File: src/rtl/dsp_mac_pkg.sv
package dsp_mac_pkg;
  typedef enum logic [3:0] {
    OP_MACS   = 4'h0,
    OP_MACNS  = 4'h1,
    OP_MACW   = 4'h2,
    OP_MACNW  = 4'h3,
    OP_IMACS  = 4'h4,
    OP_IMACW  = 4'h5,
    OP_ADD3S  = 4'h6,
    OP_MOVACC = 4'h7,
    OP_ANDXOR = 4'h8,
    OP_TSTNEG = 4'h9,
    OP_LIMGE  = 4'hA,
    OP_LIMLT  = 4'hB,
    OP_RSV_C  = 4'hC,
    OP_RSV_D  = 4'hD,
    OP_INTERP = 4'hE,
    OP_RSV_F  = 4'hF
  } op_e;

  localparam int CCR_W      = 9;
  localparam int FLG_NORM   = 0;
  localparam int FLG_BORROW = 1;
  localparam int FLG_MINUS  = 2;
  localparam int FLG_ZERO   = 3;
  localparam int FLG_SAT    = 4;
  localparam int FLG_NZ     = 8;
endpackage

File: src/rtl/dsp_mac_mul.sv
module dsp_mac_mul
  import dsp_mac_pkg::*;
#(
  parameter int DATA_W = 32,
  localparam int MUL_W = 2 * DATA_W + 1
) (
  input  op_e                      op_i,
  input  logic [DATA_W-1:0]        a_i,
  input  logic [DATA_W-1:0]        x_i,
  input  logic [DATA_W-1:0]        y_i,
  output logic signed [MUL_W-1:0]  prod_o,
  output logic signed [MUL_W-1:0]  frac_o
);
  localparam int FRAC_SH = DATA_W - 1;
  localparam int XE_W    = MUL_W - DATA_W;
  localparam int BE_W    = MUL_W - DATA_W - 1;

  logic signed [DATA_W:0]    mb;
  logic signed [MUL_W-1:0]   xe, be, prod, pn;
  logic                      neg;

  // one multiplier shared between X*Y and X*(Y-A)
  always_comb begin
    if (op_i == OP_INTERP) mb = {y_i[DATA_W-1], y_i} - {a_i[DATA_W-1], a_i};
    else                   mb = {y_i[DATA_W-1], y_i};
  end

  assign xe   = {{XE_W{x_i[DATA_W-1]}}, x_i};
  assign be   = {{BE_W{mb[DATA_W]}}, mb};
  assign prod = xe * be;
  assign neg  = (op_i == OP_MACNS) || (op_i == OP_MACNW);
  assign pn   = neg ? -prod : prod;

  assign prod_o = prod;
  assign frac_o = pn >>> FRAC_SH;
endmodule

File: src/rtl/dsp_mac_sat.sv
module dsp_mac_sat #(
  parameter int DATA_W = 32,
  parameter int ACC_W  = 67
) (
  input  logic signed [ACC_W-1:0] sum_i,
  input  logic                    sat_en_i,
  input  logic                    wrap31_i,
  output logic [DATA_W-1:0]       res_o,
  output logic                    clamp_o
);
  localparam int HI_W = ACC_W - DATA_W + 1;
  localparam logic [DATA_W-1:0] MAX_V = {1'b0, {(DATA_W-1){1'b1}}};
  localparam logic [DATA_W-1:0] MIN_V = {1'b1, {(DATA_W-1){1'b0}}};

  logic [HI_W-1:0] hi;
  logic            fits;

  assign hi      = sum_i[ACC_W-1:DATA_W-1];
  assign fits    = (&hi) | ~(|hi);
  assign clamp_o = sat_en_i & ~fits;

  always_comb begin
    if (clamp_o)       res_o = sum_i[ACC_W-1] ? MIN_V : MAX_V;
    else if (wrap31_i) res_o = {sum_i[DATA_W-2], sum_i[DATA_W-2:0]};
    else               res_o = sum_i[DATA_W-1:0];
  end
endmodule

File: src/rtl/dsp_mac_logic.sv
module dsp_mac_logic
  import dsp_mac_pkg::*;
#(
  parameter int DATA_W = 32
) (
  input  op_e               op_i,
  input  logic [DATA_W-1:0] a_i,
  input  logic [DATA_W-1:0] x_i,
  input  logic [DATA_W-1:0] y_i,
  output logic [DATA_W-1:0] res_o,
  output logic              borrow_o
);
  logic lt;
  assign lt = $signed(a_i) < $signed(y_i);

  always_comb begin
    borrow_o = 1'b0;
    unique case (op_i)
      OP_ANDXOR: res_o = (a_i & x_i) ^ y_i;
      OP_TSTNEG: begin res_o = lt ? ~x_i : x_i; borrow_o = lt; end
      OP_LIMGE:  begin res_o = lt ? y_i : x_i;  borrow_o = lt; end
      OP_LIMLT:  begin res_o = lt ? x_i : y_i;  borrow_o = lt; end
      default:   res_o = a_i;
    endcase
  end
endmodule

File: src/rtl/dsp_mac_alu.sv
module dsp_mac_alu
  import dsp_mac_pkg::*;
#(
  parameter int DATA_W = 32,
  parameter int ACC_W  = 67
) (
  input  logic              clk_i,
  input  logic              rst_ni,
  input  logic              valid_i,
  input  logic [3:0]        op_i,
  input  logic [DATA_W-1:0] a_i,
  input  logic [DATA_W-1:0] x_i,
  input  logic [DATA_W-1:0] y_i,
  output logic [DATA_W-1:0] res_o,
  output logic              res_valid_o,
  output logic [CCR_W-1:0]  ccr_o,
  output logic [ACC_W-1:0]  acc_o
);
  localparam int MUL_W = 2 * DATA_W + 1;
  localparam int AX_W  = ACC_W - DATA_W;
  localparam int MX_W  = ACC_W - MUL_W;

  op_e op;
  assign op = op_e'(op_i);

  logic signed [MUL_W-1:0] prod, frac;
  logic signed [ACC_W-1:0] a_ext, x_ext, y_ext, frac_ext, addend, sum;
  logic [DATA_W-1:0]       arith_r, logic_r, r_nx;
  logic [ACC_W-1:0]        acc_nx, acc_q;
  logic [CCR_W-1:0]        f_nx, ccr_q;
  logic [DATA_W-1:0]       r_q;
  logic                    v_q;
  logic                    sat_en, wrap31, clamp, borrow, is_arith;

  dsp_mac_mul #(.DATA_W(DATA_W)) u_mul (
    .op_i(op), .a_i(a_i), .x_i(x_i), .y_i(y_i), .prod_o(prod), .frac_o(frac)
  );

  dsp_mac_logic #(.DATA_W(DATA_W)) u_logic (
    .op_i(op), .a_i(a_i), .x_i(x_i), .y_i(y_i), .res_o(logic_r), .borrow_o(borrow)
  );

  assign a_ext    = {{AX_W{a_i[DATA_W-1]}}, a_i};
  assign x_ext    = {{AX_W{x_i[DATA_W-1]}}, x_i};
  assign y_ext    = {{AX_W{y_i[DATA_W-1]}}, y_i};
  assign frac_ext = {{MX_W{frac[MUL_W-1]}}, frac};

  always_comb begin
    addend   = '0;
    is_arith = 1'b1;
    unique case (op)
      OP_MACS, OP_MACNS, OP_MACW, OP_MACNW, OP_INTERP: addend = frac_ext;
      OP_IMACS, OP_IMACW: addend = {{MX_W{prod[MUL_W-1]}}, prod};
      OP_ADD3S:           addend = x_ext + y_ext;
      default:            is_arith = 1'b0;
    endcase
  end

  assign sum    = a_ext + addend;
  assign sat_en = (op == OP_MACS) || (op == OP_MACNS) || (op == OP_IMACS) ||
                  (op == OP_ADD3S) || (op == OP_INTERP);
  assign wrap31 = (op == OP_IMACW);

  dsp_mac_sat #(.DATA_W(DATA_W), .ACC_W(ACC_W)) u_sat (
    .sum_i(sum), .sat_en_i(sat_en), .wrap31_i(wrap31), .res_o(arith_r), .clamp_o(clamp)
  );

  always_comb begin
    if (is_arith) begin
      r_nx   = arith_r;
      acc_nx = sum;
    end else if (op == OP_MOVACC) begin
      r_nx   = a_i;
      acc_nx = acc_q + frac_ext;
    end else if (op == OP_RSV_C || op == OP_RSV_D || op == OP_RSV_F) begin
      r_nx   = a_i;
      acc_nx = acc_q;
    end else begin
      r_nx   = logic_r;
      acc_nx = {{AX_W{logic_r[DATA_W-1]}}, logic_r};
    end
  end

  always_comb begin
    f_nx             = '0;
    f_nx[FLG_NORM]   = r_nx[DATA_W-1] ^ r_nx[DATA_W-2];
    f_nx[FLG_BORROW] = borrow;
    f_nx[FLG_MINUS]  = r_nx[DATA_W-1];
    f_nx[FLG_ZERO]   = ~(|r_nx);
    f_nx[FLG_SAT]    = clamp;
    f_nx[FLG_NZ]     = |r_nx;
  end

  always_ff @(posedge clk_i or negedge rst_ni) begin
    if (!rst_ni) begin
      r_q   <= '0;
      ccr_q <= '0;
      acc_q <= '0;
      v_q   <= 1'b0;
    end else begin
      v_q <= valid_i;
      if (valid_i) begin
        r_q   <= r_nx;
        ccr_q <= f_nx;
        acc_q <= acc_nx;
      end
    end
  end

  assign res_o       = r_q;
  assign res_valid_o = v_q;
  assign ccr_o       = ccr_q;
  assign acc_o       = acc_q;
endmodule

File: config.mk
export PLATFORM = sky130hd
export DESIGN_NAME = dsp_mac_alu
export DESIGN_NICKNAME = d
export VERILOG_FILES = /design/src/rtl/dsp_mac_pkg.sv /design/src/rtl/dsp_mac_mul.sv /design/src/rtl/dsp_mac_sat.sv /design/src/rtl/dsp_mac_logic.sv /design/src/rtl/dsp_mac_alu.sv
export SDC_FILE = /design/constraint.sdc
export NUM_CORES = 2
export LEC_CHECK = 0
export BUFFER_PORTS_ARGS = -buffer_cell sky130_fd_sc_hd__buf_2
export CORE_MARGIN = 8
export CORE_UTILIZATION = 55
export CTS_CLUSTER_SIZE = 10
export DETAILED_ROUTE_END_ITERATION = 8
export PLACE_DENSITY = 0.72
export SYNTH_ARGS = -nofsm -noshare
export SYNTH_HDL_FRONTEND = slang
export SYNTH_SLANG_ARGS = --single-unit
export TNS_END_PERCENT = 5
File: constraint.sdc
create_clock -name clk_i -period 11.2 [get_ports clk_i]
set_input_delay 0.56 -clock clk_i [delete_from_list [all_inputs] [get_ports clk_i]]
set_output_delay 0.56 -clock clk_i [all_outputs]
set_load 0.02 [all_outputs]
==> flow_summary.json <==
{
  "status": "finished with violations",
  "violations": "negative setup slack",
  "synth_cell_types": 124,
  "path_clk_slew_ps": 80,
  "maxClockFrequency_mhz": 57.5,
  "fin_skew_ps": 9.95,
  "worstPathArrival_ps": 17700,
  "grt_max_degree": 67,
  "ys.warnings.count": 0,
  "drc": 0,
  "grt_pass1_wl_um": 368000,
  "period_minus_slack_ps": 17390,
  "synthTopCellsByCount": "inv_1, fa_1, nand2_1",
  "dp_hpwl_um": 204000,
  "rows": 120,
  "die_w_um": 345,
  "synth_top_area_share_pct": 37.5,
  "syn_area_per_cell_sq_um": 8.22,
  "drt-pass1-iter-count": 9,
  "max_stage_delay_ps": 610,
  "critPathRequiredTime_ps": 11510,
  "grt_overflow": 0,
  "wl_um": 240000,
  "setup_tns_ps": -397370,
  "clock-sinks": 105,
  "core_area_sq_um": 107000,
  "postLayoutCoreUtil_pct": 71.1,
  "yosysMostFrequentCell": "inv_1",
  "ys_async_sr_fraction_pct": 100,
  "grt.met1_usage_pct": 49.1,
  "grt_use_total_pct": 39.5,
  "cts_tree": "yes",
  "slew_viol_final": 0,
  "clock_latency_ps": 380,
  "synth-xor-area-share_pct": 3.71,
  "grt_util_met3_pct": 8.44,
  "multi_input_area_sq_um": 53000,
  "ctsHtreeMaxLevel": 3,
  "cts_buffer_depth": 2,
  "drive_above_1_share_pct": 26.5,
  "ff_latch_area_sq_um": 2630,
  "antenna_found_initial": 19,
  "netlist_area_sq_um": 59600,
  "ys_seq_area_share_pct": 4.41,
  "cp.buffers_inverters": 11,
  "hold_class": "input port to asynchronous set/reset pin",
  "yosys-top-cells-area": "fa_1, ha_1, inv_1",
  "grt_busiest_layer": "met2",
  "netlist_instances": 7254,
  "synth_flop_cell": "dfrtp_1",
  "use_met2_pct": 64.0,
  "critPathTopFamily": "compound AO/OA/AOI/OAI gates",
  "synth-compound-area-share_pct": 16.4,
  "muxShareOfSynthArea_pct": 0.586,
  "final_cells": 10132,
  "worst_hold_slack_ps": 199,
  "synth_top_family_by_area": "adder cells",
  "finalWeightedCongestion": 1.09,
  "cp_common_cell": "fa_1",
  "synth_simple_gate_area_share_pct": 19.1,
  "worst_path_max_delay_cell": "fa_2",
  "io_pins": 212,
  "synth_edf_count": 0,
  "die_h_um": 345,
  "synth_area_leader_cell": "fa_1",
  "setup_viol_count_final": 103,
  "crit_path_start_kind": "input port",
  "crit_path_end_kind": "flop",
  "synth-seq-cells": 105,
  "synth_fa_ha_area_share_pct": 45.5,
  "critPathKind": "input port to flop",
  "drtIter0Drc": 5982,
  "fin_ws_ps": -6190,
  "port_buffers": 208,
  "initial_utilization_pct": 55.5,
  "post_drt_wl_per_cell_um": 23.7,
  "worstMarginPinSlew_ps": 1330,
  "antenna_left": 0,
  "fin_crit_sh_pct": 155,
  "vias_per_cell": 5.97,
  "cts_hold_buf": 0,
  "root_buffer": "clkbuf_16",
  "slew_headroom_pct": 10.8,
  "maxCapViolations": 0,
  "crit_fanout": 4,
  "dieArea_sq_um": 119000,
  "tritoncts.num_buffers": 9,
  "area_growth_pct": 28.0,
  "vias": 60451,
  "fillers": 8687,
  "finalHoldViolations": 0,
  "grt_pass1_vias": 63243,
  "place_inst": 10027,
  "finalNetCount": 10318,
  "rsz0062_at_grt": "yes"
}
-- layout by cell type (no fill, tap or decap), types with 33 or more instances in the layout --
cell type / count
nand3_1: 80
o21ai_1: 58
o21ai_0: 215
and2_1: 551
nand2_1: 844
inv_1: 1184
o211ai_1: 37
buf_2: 205
xor2_1: 73
xnor2_1: 151
a21oi_2: 60
ha_1: 357
nor2_1: 325
a31oi_1: 55
o21bai_1: 39
nand4_1: 61
and3_1: 51
nor2b_1: 41
nand2b_1: 50
buf_12: 42
a211oi_1: 47
a21oi_1: 334
a21o_1: 156
buf_4: 1574
dfrtp_1: 105
a221o_1: 33
fa_1: 1106
o21a_1: 52
o21ai_2: 46
nor3_1: 63
-- state kept, by name, indices dropped and copies added (netlist names) --
name         flops
acc_o           67
res_valid_o      1
res_o           31
ccr_o            6
-- kinds of logic after synthesis --
group / count (synthesis)
fa+ha+maj: 1499
compound gates: 1481
simple gates: 2287
xor+xnor: 251
flops: 105
buf+inv: 1597
mux: 33
other cells: 1
-- area by class of cell --
cell class / count / share of cell area (%)
diodes: 8 / 0.0262
clock buffers: 9 / 0.295
clock inverters: 7 / 0.133
inverters: 1197 / 5.91
multi-input cells: 5554 / 69.5
flip-flops and latches: 105 / 3.44
well taps: 1403 / 2.30
repair buffers: 1849 / 18.4
-- through the flow --
stage | cell area, sq um | worst slack, ps
6_report | 76300 | -6190
5_1_grt | 76300 | -6720
4_1_cts | 75400 | -5870
3_5_place_dp | 73500 | -6730
3_3_place_gp | 73500 | -6530
2_1_floorplan | 60000 | -4900
-- routing by layer --
metal	up-vias	routed length [um]	share of wire [%]
met3	871	24900	10
met4	4	17600	7.3
met1	29916	88500	37
li1	26399	-	-
met2	3261	109000	45
met5	-	25	0.010
-- repair_timing --
action                     in CTS  in global routing
resized for setup             241                157
buffers inserted               47                 30
cloned                          5                  1
setup endpoints to repair     103                103
pin swaps                      76                101
-- path summary, 6_finish.rpt --
path                                 startpoint                    end  slack, ps  cells past startpoint
max                                      y_i[0]   ccr_o[3]$_DFFE_PN0P_      -6190                     75
min                                      rst_ni  res_o[22]$_DFFE_PN0P_        200                      1
max reg2reg                acc_o[0]$_DFFE_PN0P_  acc_o[66]$_DFFE_PN0P_       6310                     18
min reg2reg                ccr_o[4]$_DFFE_PN0P_   ccr_o[4]$_DFFE_PN0P_        510                      1
max in group asynchronous                rst_ni  res_o[18]$_DFFE_PN0P_       9720                      2
min in group clk_i         ccr_o[4]$_DFFE_PN0P_   ccr_o[4]$_DFFE_PN0P_        510                      1
Power is not shown: default switching activity piles up to over one toggle a cycle in this logic, so the estimate is an artifact.
